`src/rtl/mulu_pkg.sv`:
```
package mulu_pkg;
  // funct3 low bits select the variant; the encoding order is decoded directly
  typedef enum logic [1:0] {
    OP_LO  = 2'd0,
    OP_HSS = 2'd1,
    OP_HSU = 2'd2,
    OP_HUU = 2'd3
  } mulu_op_e;

  function automatic logic a_is_signed(mulu_op_e op);
    return (op != OP_HUU);
  endfunction

  function automatic logic b_is_signed(mulu_op_e op);
    return (op == OP_LO) || (op == OP_HSS);
  endfunction
endpackage

```
`src/rtl/mulu_decode.sv`:
```
module mulu_decode
  import mulu_pkg::*;
#(
  parameter int IW = 32
) (
  input  logic [IW-1:0] insn,
  output logic          hit,
  output mulu_op_e      op
);
  localparam logic [6:0] OPC_REG = 7'b0110011;
  localparam logic [6:0] F7_MUL  = 7'b0000001;

  always_comb begin
    hit = (insn[6:0] == OPC_REG) && (insn[31:25] == F7_MUL) && !insn[14];
    op  = mulu_op_e'(insn[13:12]);
  end
endmodule

```
`src/rtl/mulu_shift_add.sv`:
```
module mulu_shift_add #(
  parameter int PW = 64
) (
  input  logic          clk,
  input  logic          load,
  input  logic          step,
  input  logic [PW-1:0] a_ext,
  input  logic [PW-1:0] b_ext,
  output logic [PW-1:0] acc_nxt
);
  logic [PW-1:0] mcand;
  logic [PW-1:0] mplier;
  logic [PW-1:0] acc;

  always_comb acc_nxt = acc + (mplier[0] ? mcand : '0);

  always_ff @(posedge clk) begin
    if (load) begin
      mcand  <= a_ext;
      mplier <= b_ext;
      acc    <= '0;
    end else if (step) begin
      acc    <= acc_nxt;
      mcand  <= {mcand[PW-2:0], 1'b0};
      mplier <= {1'b0, mplier[PW-1:1]};
    end
  end
endmodule

```
`src/rtl/mul_offload_unit.sv`:
```
module mul_offload_unit
  import mulu_pkg::*;
#(
  parameter int XLEN = 32
) (
  input  logic            clk,
  input  logic            rst,
  input  logic            req_valid,
  input  logic [31:0]     req_insn,
  input  logic [XLEN-1:0] req_rs1,
  input  logic [XLEN-1:0] req_rs2,
  output logic            rsp_wait,
  output logic            rsp_ready,
  output logic            rsp_write,
  output logic [XLEN-1:0] rsp_data
);
  localparam int PW = 2 * XLEN;
  localparam int CW = $clog2(PW + 1);

  typedef enum logic [1:0] {ST_IDLE, ST_RUN, ST_DONE, ST_HOLD} st_e;

  st_e           state;
  logic [CW-1:0] cnt;
  mulu_op_e      op_q;
  logic          dec_hit;
  mulu_op_e      dec_op;
  logic          accept;
  logic [PW-1:0] a_ext, b_ext, acc_nxt;

  mulu_decode #(.IW(32)) u_dec (
    .insn(req_insn), .hit(dec_hit), .op(dec_op)
  );

  always_comb begin
    accept = (state == ST_IDLE) && req_valid && dec_hit;
    a_ext  = {{XLEN{a_is_signed(dec_op) & req_rs1[XLEN-1]}}, req_rs1};
    b_ext  = {{XLEN{b_is_signed(dec_op) & req_rs2[XLEN-1]}}, req_rs2};
  end

  mulu_shift_add #(.PW(PW)) u_dp (
    .clk(clk), .load(accept), .step(state == ST_RUN),
    .a_ext(a_ext), .b_ext(b_ext), .acc_nxt(acc_nxt)
  );

  always_ff @(posedge clk) begin
    if (rst) begin
      state     <= ST_IDLE;
      cnt       <= '0;
      op_q      <= OP_LO;
      rsp_wait  <= 1'b0;
      rsp_ready <= 1'b0;
      rsp_write <= 1'b0;
      rsp_data  <= '0;
    end else begin
      rsp_ready <= 1'b0;
      rsp_write <= 1'b0;
      case (state)
        ST_IDLE: if (accept) begin
          state    <= ST_RUN;
          op_q     <= dec_op;
          cnt      <= (dec_op == OP_LO) ? CW'(XLEN) : CW'(PW);
          rsp_wait <= 1'b1;
        end
        ST_RUN: begin
          cnt <= cnt - 1'b1;
          if (cnt == CW'(1)) begin
            state     <= ST_DONE;
            rsp_wait  <= 1'b0;
            rsp_ready <= 1'b1;
            rsp_write <= 1'b1;
            rsp_data  <= (op_q == OP_LO) ? acc_nxt[XLEN-1:0] : acc_nxt[PW-1:XLEN];
          end
        end
        ST_DONE: state <= req_valid ? ST_HOLD : ST_IDLE;
        default: if (!req_valid) state <= ST_IDLE;
      endcase
    end
  end

  AST_READY_SINGLE: assert property (@(posedge clk) disable iff (rst)
    rsp_ready |=> !rsp_ready);
  AST_READY_AFTER_WAIT: assert property (@(posedge clk) disable iff (rst)
    rsp_ready |-> $past(rsp_wait));
  AST_WAIT_NOT_READY: assert property (@(posedge clk) disable iff (rst)
    !(rsp_wait && rsp_ready));
  AST_NO_REFIRE: assert property (@(posedge clk) disable iff (rst)
    (rsp_ready && req_valid) |=> !rsp_wait);
  AST_WAIT_CAUSE: assert property (@(posedge clk) disable iff (rst)
    $rose(rsp_wait) |-> $past(req_valid));
  AST_CNT_RANGE: assert property (@(posedge clk) disable iff (rst)
    cnt <= CW'(PW));
endmodule

```
`config.mk`:
```
export PLATFORM = sky130hd
export DESIGN_NAME = mul_offload_unit
export DESIGN_NICKNAME = d
export VERILOG_FILES = /design/src/rtl/mulu_pkg.sv /design/src/rtl/mulu_decode.sv /design/src/rtl/mulu_shift_add.sv /design/src/rtl/mul_offload_unit.sv
export SDC_FILE = /design/constraint.sdc
export NUM_CORES = 1
export LEC_CHECK = 0
export BUFFER_PORTS_ARGS = -buffer_cell sky130_fd_sc_hd__buf_2
export CORE_ASPECT_RATIO = 0.5
export CORE_MARGIN = 10
export CORE_UTILIZATION = 25
export DETAILED_ROUTE_END_ITERATION = 7
export SLEW_MARGIN = 20
export SYNTH_ARGS = -nofsm -noshare
export SYNTH_HDL_FRONTEND = slang
export SYNTH_HIERARCHICAL = 1
export SYNTH_SLANG_ARGS = --single-unit
```
`constraint.sdc`:
```
create_clock -name clk -period 7.4 [get_ports clk]
set_clock_uncertainty 0.15 [all_clocks]
set_input_delay 1.48 -clock clk [delete_from_list [all_inputs] [get_ports clk]]
set_output_delay 1.48 -clock clk [all_outputs]
set_load 0.005 [all_outputs]
```
==> metrics.md, run 1 <==
| Metric | Value |
|---|---|
| Hold Buf Count CTS | 0 |
| Tcrit/Tclk final | 0.629 |
| DR vias | about 11k |
| WS Path Type | reg -> reg |
| Startpoint Class | register |
| Hold wc startpoint | rsp_wait |
| FF+latch count, synth | 237 |
| Clock Path Buffers | 3 |
| Post-route ant nets | 0 |
| Area grow syn2layout | 15.7% |
| Final Max Tran Viols | 0 |
| Leakage Power | slightly above 6 nW |
| Worst vdd ir | ~190 uV |
| Overall routed net length | ~37,000 um |
| Clk_lat worst skew | 550 ps |
| Post-CTS Resized | 0 |
| CTS tree | done |
| DP HPWL | between 20,000 and 30,000 um |
| Initial Utilization | 0.255 |
| Vias in the first global route | slightly above 10k |
| Worst r2r src | u_dp/mplier[0] |
| All-Layer GR Usage | 0.104 |
| Initial DRC count | around 760 |
| Maxcap violations | 0 |
| Max-slew headroom | 0.244 |
| Vias per cell | about 4.8 |
| Clock period minus worst slack | 4650 ps |
| Sequential share of the synthesized area | 0.423 |
| PD cells | 365 nW/um^2 |
| Overflow after GRT | 0 |
| First-pass GRT wire length | roughly 58,000 um |
| Mapped Area | approximately 14,000 um^2 |
| DRC viols | 0 |
| Total negative slack | 0 ps |
| Outcome | finished, final reports clean |
| Ports | 134 |
| Yosys warning count | 6 |
| Port bufs | approximately 120 |
| CP Launch Point | u_dp/mplier[0] |
| Async set or reset register ratio after synthesis | 0 |
| Share of layout cells above drive strength 1 | 0.247 |
| Total CTS buffers | 28 |
| CP endpoint kind | register |
| Rows | just over 60 |
| Die width | between 300 and 400 um |
| CTS Sinks | roughly 240 |
| Max Fanout on Critical Path | 64 |
| Final setup viols | 0 |
| Clk root buf | clkbuf_16 |
| Post-route insts no fill | roughly 2.2k |
| CP Data Arrival Time | 4960 ps |
| Yosys cell types | 86 |
| Placed insts | between 2k and 2.5k |
| Initial antenna violation count | 0 |
| Gpl congestion | a little under 0.9 |
| NumNets Final | around 1.6k |
| Hold Fails Final Rpt | 0 |
| Die height | 189 um |
| Worst Hold Class | reg -> reg |
| Leading register cell type out of synthesis | edfxtp_1 |
| Detailed Routing Iterations Pass 1 | 5 |
| Largest net degree at the start of global routing | between 80 and 90 |
| Reg clk slew, reported paths | about 60 ps |
| Synth Instances | 1,368 |
| N_diodes | 0 |
| EDFF count, synth | 128 |
| Area of the core | 55,900 um^2 |
| Post-CTS setup buffers | 0 |
| WP data required | roughly 7700 ps |
| RSZ-0062 raised after global routing | false |
| DIE AREA | just under 70,000 um^2 |
| H-tree levels | 1 |
| Least-Margin Pin Slew | ~1100 ps |
| Avg Cell Area, Syn | 10.4 um^2 |
| Fmax | roughly 0.21 GHz |
| Syn_nets | 1,537 |
| Wire per inst | between 15 and 20 um |
worst max-delay path, stage by stage (launching register included):
cell	delay [ps]
edfxtp_1	320
buf_4	440
and2_1	210
ha_1	220
fa_1	240
a21o_1	160
nand4_1	250
a211oi_1	390
o21ai_1	220
a21oi_1	290
a211oi_1	190
or2_1	330
o31a_1	360
xnor2_1	250
o21ai_0	200
a311oi_2	290
power by group:
group          total (mW)  internal, mW  switching [mW]
sequential           1.89          1.74           0.146
combinational        2.74          1.08            1.66
clock                1.39         0.835           0.558
cell families after synthesis:
logic type	after synthesis	share of synthesized area
multiplexers	176	0.135
adder cells (fa/ha/maj)	70	0.0620
AND/OR/NAND/NOR	394	0.137
XOR/XNOR	62	0.0387
AO/OA/AOI/OAI	324	0.173
buffers and inverters	105	0.0317
flip-flops	237	0.423
stage by stage:
step | area [um^2] | total power [mW] | hold slack [ps] | utilization | worst slack (ps)
2_1_floorplan | 14200 | 4.02 | 317 | - | 1240
6_report | 16500 | 6.02 | 322 | 0.295 | 2750
5_1_grt | 16500 | 6.45 | 355 | 0.295 | 2390
3_3_place_gp | 15600 | 4.57 | 314 | 0.278 | 2510
4_1_cts | 16500 | 6.03 | 326 | 0.295 | 2790
3_5_place_dp | 15600 | 4.61 | 317 | 0.278 | 2490
cells in the mapped netlist (all sizes together) (4+ instances only):
library cell	count	share of area
a21oi	81	0.029
clkbuf	62	0.016
a311o	9	0.0063
nand2	100	0.027
o21ai	72	0.025
dfxtp	109	0.15
xnor2	42	0.026
mux2i	50	0.035
nor4b	4	0.0029
or3	5	0.0025
nor3b	4	0.0025
o31ai	7	0.0054
a311oi	38	0.037
nand4	16	0.0070
and4	8	0.0049
xor2	20	0.012
a31o	5	0.0031
inv	20	0.0053
o21bai	17	0.0092
ha	69	0.061
nor4	12	0.0057
edfxtp	128	0.27
and2	68	0.030
o21a	11	0.0058
nand3	19	0.0070
nor2b	5	0.0022
a31oi	7	0.0035
a211oi	8	0.0053
mux2	126	0.10
nor3	17	0.0063
and3	8	0.0035
buf	22	0.0098
nor2	119	0.031
a21o	36	0.019
flip-flops by register name, indices dropped and copies added, names as in the netlist:
name / count
cnt: 7
op_q: 2
rsp_data: 32
rsp_wait: 1
rsp_write: 1
state: 2
u_dp/acc: 64
u_dp/mcand: 64
u_dp/mplier: 64
layout make-up:
cell class                      instances  area [um^2]
Inverter                               21         78.8
Clock buffer                           37          776
Tap cell                              756          946
Fill cell                            5803        39500
Timing Repair Buffer                  132          708
Sequential cell                       237         6030
Clock inverter                         15          141
Multi-Input combinational cell       1026         7800
per-layer routing:
metal	part of all wire	track usage
met1	0.47	0.140
met2	0.47	0.174
met3	0.035	0.0129
met4	0.025	0.0290
met5	0	0
path summary, 6_finish.rpt:
kind	to	cells after the start	slack (ps)
setup / recovery	rsp_data[28]	15	2750
hold / removal	rsp_wait	2	320
setup reg to reg	rsp_data[28]	15	2750
hold reg to reg	rsp_wait	2	320
cell usage in the layout (no fill, tap or decap), drive strengths merged, types with 9 or more instances in the layout:
cell,synthesis,routed
a21o,36,36
a21oi,81,81
a311o,9,9
a311oi,38,38
and2,68,68
buf,22,132
clkbuf,62,37
clkinv,1,13
dfxtp,109,109
edfxtp,128,128
ha,69,69
inv,20,20
mux2,126,126
mux2i,50,50
nand2,100,100
nand3,19,19
nand4,16,16
nor2,119,119
nor3,17,17
nor4,12,12
o21a,11,11
o21ai,72,72
o21bai,17,17
xnor2,42,42
xor2,20,20
Power figures use the tool's default switching activity.
==> run 2: changes to the inputs <==
clock period = 4.9 ns   (was 7.4 ns; I/O delays follow)
==> run 2 against run 1 <==
- combinational power up 53%
- hold slack improved by 15 ps
- critical path depth down 1
- non-clock buffer count down 1
- die area unchanged
- setup slack worse by 2300 ps
- cell count is 0.22% lower
- maximum frequency up 4.7%
- wire length down 2.0%
- final area down 0.17%
- clock power up 43%
- flip-flop and latch count stayed put
==> metrics.md, run 2 (same netlist as run 1, synthesis figures left out) <==
| Metric | Value |
|---|---|
| NumNets Final | 1,613 |
| Die height | roughly 190 um |
| Startpoint Class | register |
| Rows | about 60 |
| Hold Fails Final Rpt | 0 |
| WS Path Type | reg -> reg |
| CTS Sinks | 237 |
| Final setup viols | 0 |
| PD cells | 549 nW/um^2 |
| Total CTS buffers | 27 |
| Hold Buf Count CTS | 0 |
| Post-route ant nets | 0 |
| Max-slew headroom | 0.256 |
| Commonest non-fill, non-tap cell in the layout | edfxtp_1 |
| Total negative slack | 0 ps |
| Overall routed net length | 36,200 um |
| CTS tree | done |
| Clock period minus worst slack | between 4000 and 5000 ps |
| Fillcell total | about 5.8k |
| WP data required | 5200 ps |
| Post-CTS setup buffers | 0 |
| Outcome | finished, final reports clean |
| First-pass GRT wire length | between 50,000 and 60,000 um |
| Met2 WL post-DR | between 15,000 and 20,000 um |
| Die width | approximately 360 um |
| Biggest regs | u_dp/acc x64, u_dp/mcand x64, u_dp/mplier x64 |
| Ports | around 130 |
| N_diodes | 0 |
| DP HPWL | 25,600 um |
| Area grow syn2layout | 15.5% |
| Clk root buf | clkbuf_16 |
| Port bufs | roughly 120 |
| Worst vdd ir | about 240 uV |
| Top layer in use | met4 |
| DRC viols | 0 |
| Overflow after GRT | 0 |
| Initial Utilization | 0.255 |
| CP Data Arrival Time | about 4800 ps |
| RSZ-0062 raised after global routing | false |
| Least-Margin Pin Slew | 1120 ps |
| CP endpoint kind | register |
| Final Max Tran Viols | 0 |
| Max Fanout on Critical Path | 11 |
| DIE AREA | slightly below 70,000 um^2 |
| Fmax | between 0.2 and 0.25 GHz |
| Initial DRC count | between 700 and 800 |
| Reg clk slew, reported paths | 60 ps |
| Gpl congestion | about 0.92 |
| Met3 WL | roughly 1500 um |
| Worst Hold Class | reg -> reg |
| Largest net degree at the start of global routing | approximately 140 |
| Initial antenna violation count | 0 |
| Most frequent cells in the layout | edfxtp_1 (128), mux2_2 (126), nor2_1 (118), buf_2 (118), dfxtp_1 (109) |
| Clk_lat worst skew | ~550 ps |
| WL met1 | 16,800 um |
| All-Layer GR Usage | 0.103 |
| Clock Path Buffers | 3 |
| Vias in the first global route | just over 10k |
| Detailed Routing Iterations Pass 1 | 5 |
| Area of the core | around 56,000 um^2 |
| Leakage Power | 6.09 nW |
| H-tree levels | 1 |
| Tcrit/Tclk final | 0.907 |
| Power Total | 9.04 mW |
| Post-CTS Resized | 0 |
| Share of layout cells above drive strength 1 | 0.248 |
| DR vias | 10.6k |
| Vias per cell | 4.79 |
| Wire per inst | roughly 16 um |
| Maxcap violations | 0 |
run 2: final timing paths:
check	startpoint	endpoint	slack (ps)	cells past startpoint
min reg2reg	rsp_wait	rsp_wait	340	2
min	rsp_wait	rsp_wait	340	2
max reg2reg	u_dp/mplier[0]	rsp_data[20]	460	14
max	u_dp/mplier[0]	rsp_data[20]	460	14
run 2: layout make-up:
type,instances,area [um^2],share of cell area
multi-input cells,1026,7820,0.475
flip-flops and latches,237,6030,0.366
well taps,756,946,0.0575
repair buffers,131,726,0.0441
clock buffers,30,687,0.0418
clock inverters,18,168,0.0102
inverters,21,78.8,0.00479
run 2: metrics by stage:
step,cell area (um^2),util,worst slack [ps],hold slack (ps),instances
floorplan,14200,-,459,317,1368
global placement,15600,0.279,495,314,2171
detailed placement,15600,0.279,468,334,2171
CTS,16400,0.294,414,342,2219
global route,16400,0.294,71.1,366,2219
finish,16400,0.294,456,337,2219
run 2: worst max-delay path, stage by stage (launching register included):
cell and delay, ps:
edfxtp_1 700, and2_1 210, ha_1 210, fa_1 240
a21o_1 150, nand4_1 230, a211oi_1 410, o21ai_1 220
a21oi_1 320, a211oi_1 150, or2_1 330, o21ai_1 300
xor2_1 190, o21ai_0 220, a311oi_1 310
run 2: where the power goes:
part           switching, mW  internal [mW]
sequential             0.229           2.63
clock                  0.826           1.16
combinational           2.55           1.64
run 2: routing by layer:
layer / track usage / vias up
li1: - / 5240
met1: 0.138 / 5145
met2: 0.172 / 200
met3: 0.0134 / 40
met4: 0.0268 / 0
met5: 0 / -
==> run 3: changes to the inputs <==
CELL_PAD_IN_SITES_DETAIL_PLACEMENT = 0   (was unset)
CELL_PAD_IN_SITES_GLOBAL_PLACEMENT = 1   (was unset)
PLACE_DENSITY_LB_ADDON = 0.1   (was unset)
==> run 3 against run 2 <==
- non-clock buffer count is 8 higher
- hold slack better by 10 ps
- global-route usage grew 1.9 points
- maximum frequency grew 1.2%
- count of clock-buffer cells in the layout unchanged
- critical path depth grew 2
- flip-flop and latch count unchanged
- critical path type unchanged
- largest cell class unchanged
- highest routed layer unchanged
==> metrics.md, run 3 (same netlist as run 1, synthesis figures left out) <==
| Metric | Value |
|---|---|
| CP Data Arrival Time | around 4700 ps |
| Biggest regs | u_dp/acc x64, u_dp/mcand x64, u_dp/mplier x64 |
| Fmax | roughly 0.23 GHz |
| Power Total | 9.59 mW |
| Commonest non-fill, non-tap cell in the layout | edfxtp_1 |
| P_int | 5.60 mW |
| Area grow syn2layout | 16.3% |
| Area of the multi-input gates | 7800 um^2 |
| CTS tree | done |
| Final Max Tran Viols | 0 |
| DIE AREA | between 60,000 and 70,000 um^2 |
| Outcome | finished, final reports clean |
| Worst vdd ir | 263 uV |
| Vias per cell | ~4.8 |
| Startpoint Class | register |
| Gpl congestion | 0.790 |
| Fillcell total | a little under 6k |
| H-tree levels | 1 |
| Final setup viols | 0 |
| Total CTS buffers | 26 |
| P_sw | around 4.0 mW |
| Post-route ant nets | 0 |
| Detailed Routing Iterations Pass 1 | 5 |
| Maxcap violations | 0 |
| Clock power frac | 0.232 |
| Hold Buf Count CTS | 0 |
| Clock Path Buffers | 3 |
| Tcrit/Tclk final | 0.896 |
| Overflow after GRT | 0 |
| Vias in the first global route | ~11k |
| NumNets Final | between 1.5k and 2k |
| First-pass GRT wire length | 66,000 um |
| Most frequent cells in the layout | edfxtp_1 (128), mux2_2 (126), nor2_1 (118), buf_2 (118), dfxtp_1 (109) |
| Wire per inst | around 19 um |
| Max-slew headroom | 0.324 |
| Sequential Area | about 6000 um^2 |
| Clk root buf | clkbuf_16 |
| Hold Fails Final Rpt | 0 |
| CP Launch Point | u_dp/mplier[0] |
| Initial DRC count | 638 |
| WS Path Type | reg -> reg |
| DR vias | approximately 11k |
| CTS Sinks | roughly 240 |
| RSZ-0062 raised after global routing | false |
| Largest net degree at the start of global routing | between 80 and 90 |
| Post-CTS setup buffers | 0 |
| Least-Margin Pin Slew | 1010 ps |
| Rows | 61 |
| Sw Ratio | 0.417 |
| Total negative slack | 0 ps |
| Reg clk slew, reported paths | roughly 60 ps |
| All-Layer GR Usage | 0.122 |
| Initial antenna violation count | 1 |
| WP data required | about 5200 ps |
| PD cells | just under 600 nW/um^2 |
| Worst Hold Class | reg -> reg |
| Clk_lat worst skew | about 580 ps |
| Max Fanout on Critical Path | 64 |
| Worst r2r src | u_dp/mplier[0] |
| Leakage Power | ~6 nW |
| Share of layout cells above drive strength 1 | 0.252 |
| Die width | between 300 and 400 um |
| Overall routed net length | about 42,000 um |
| Sequential share of power | 0.298 |
| DP HPWL | 30,400 um |
| Ports | between 100 and 150 |
| Comb power frac | 0.470 |
| Initial Utilization | 0.255 |
| Clock period minus worst slack | 4390 ps |
| Hold wc startpoint | u_dp/acc[63] |
| Die height | around 190 um |
| N_diodes | 0 |
| Port bufs | 118 |
| Area of the core | around 56,000 um^2 |
| DRC viols | 0 |
| CP endpoint kind | register |
| Post-CTS Resized | 0 |
[run 3: cell types whose count changed in the layout (fill, tap and decap cells not counted)]
cell / change
clkinv_4: +1
nor2b_1: -1
a21boi_1: +1
a21boi_4: -1
clkinv_2: -5
nor2_2: +1
nor2b_2: +1
buf_4: +9
nor2_4: -1
inv_6: +1
buf_12: -1
bufinv_16: +3
[run 3: final timing paths]
path / slack, ps / cells past startpoint / to
setup / recovery: 510 / 16 / rsp_data[20]
hold / removal: 350 / 2 / u_dp/acc[63]
setup reg to reg: 510 / 16 / rsp_data[20]
hold reg to reg: 350 / 2 / u_dp/acc[63]
[run 3: stage by stage]
| step | std cells | util | hold WS, ps | setup slack, ps | area (um^2) |
|---|---|---|---|---|---|
| final | 2227 | 0.296 | 347 | 507 | 16600 |
| after global routing | 2227 | 0.296 | 371 | 164 | 16600 |
| after CTS | 2227 | 0.296 | 345 | 409 | 16600 |
| after detailed placement | 2179 | 0.279 | 332 | 460 | 15600 |
| after global placement | 2179 | 0.279 | 329 | 556 | 15600 |
| after floorplan | 1368 | - | 317 | 459 | 14200 |
[run 3: layout make-up]
class / count / share of cell area
clock inverter: 18 / 0.0151
clock buffer: 30 / 0.0415
inverter: 21 / 0.00476
sequential: 237 / 0.364
timing repair buffer: 139 / 0.0467
multi-input combinational: 1026 / 0.471
tap: 756 / 0.0571
[run 3: worst max-delay path: stages, from the launching register on]
cell	delay (ps)
edfxtp_1	370
buf_12	270
and2_1	180
ha_1	230
fa_1	240
a21o_1	150
nand4_1	180
a211oi_1	400
o21ai_1	150
buf_4	180
a21oi_1	300
a211oi_1	180
or2_1	340
o21ai_1	270
xor2_1	180
o21ai_0	200
a311oi_1	300
[run 3: per-layer routing]
metal | part of all wire | global-route usage | vias to the layer above
met5 | 0 | 0 | -
met4 | 0.016 | 0.0220 | 0
met3 | 0.035 | 0.0230 | 41
met2 | 0.43 | 0.188 | 124
met1 | 0.52 | 0.176 | 5199
li1 | - | - | 5258
[run 3: power groups by stage]
stage          Sequential, mW  Clock, mW  Combinational (mW)
2_1_floorplan            2.83          0                3.22
3_3_place_gp             2.88          0                4.52
3_5_place_dp             2.90          0                4.52
4_1_cts                  2.86       2.32                4.55
5_1_grt                  2.91       2.39                5.02
6_report                 2.86       2.23                4.51
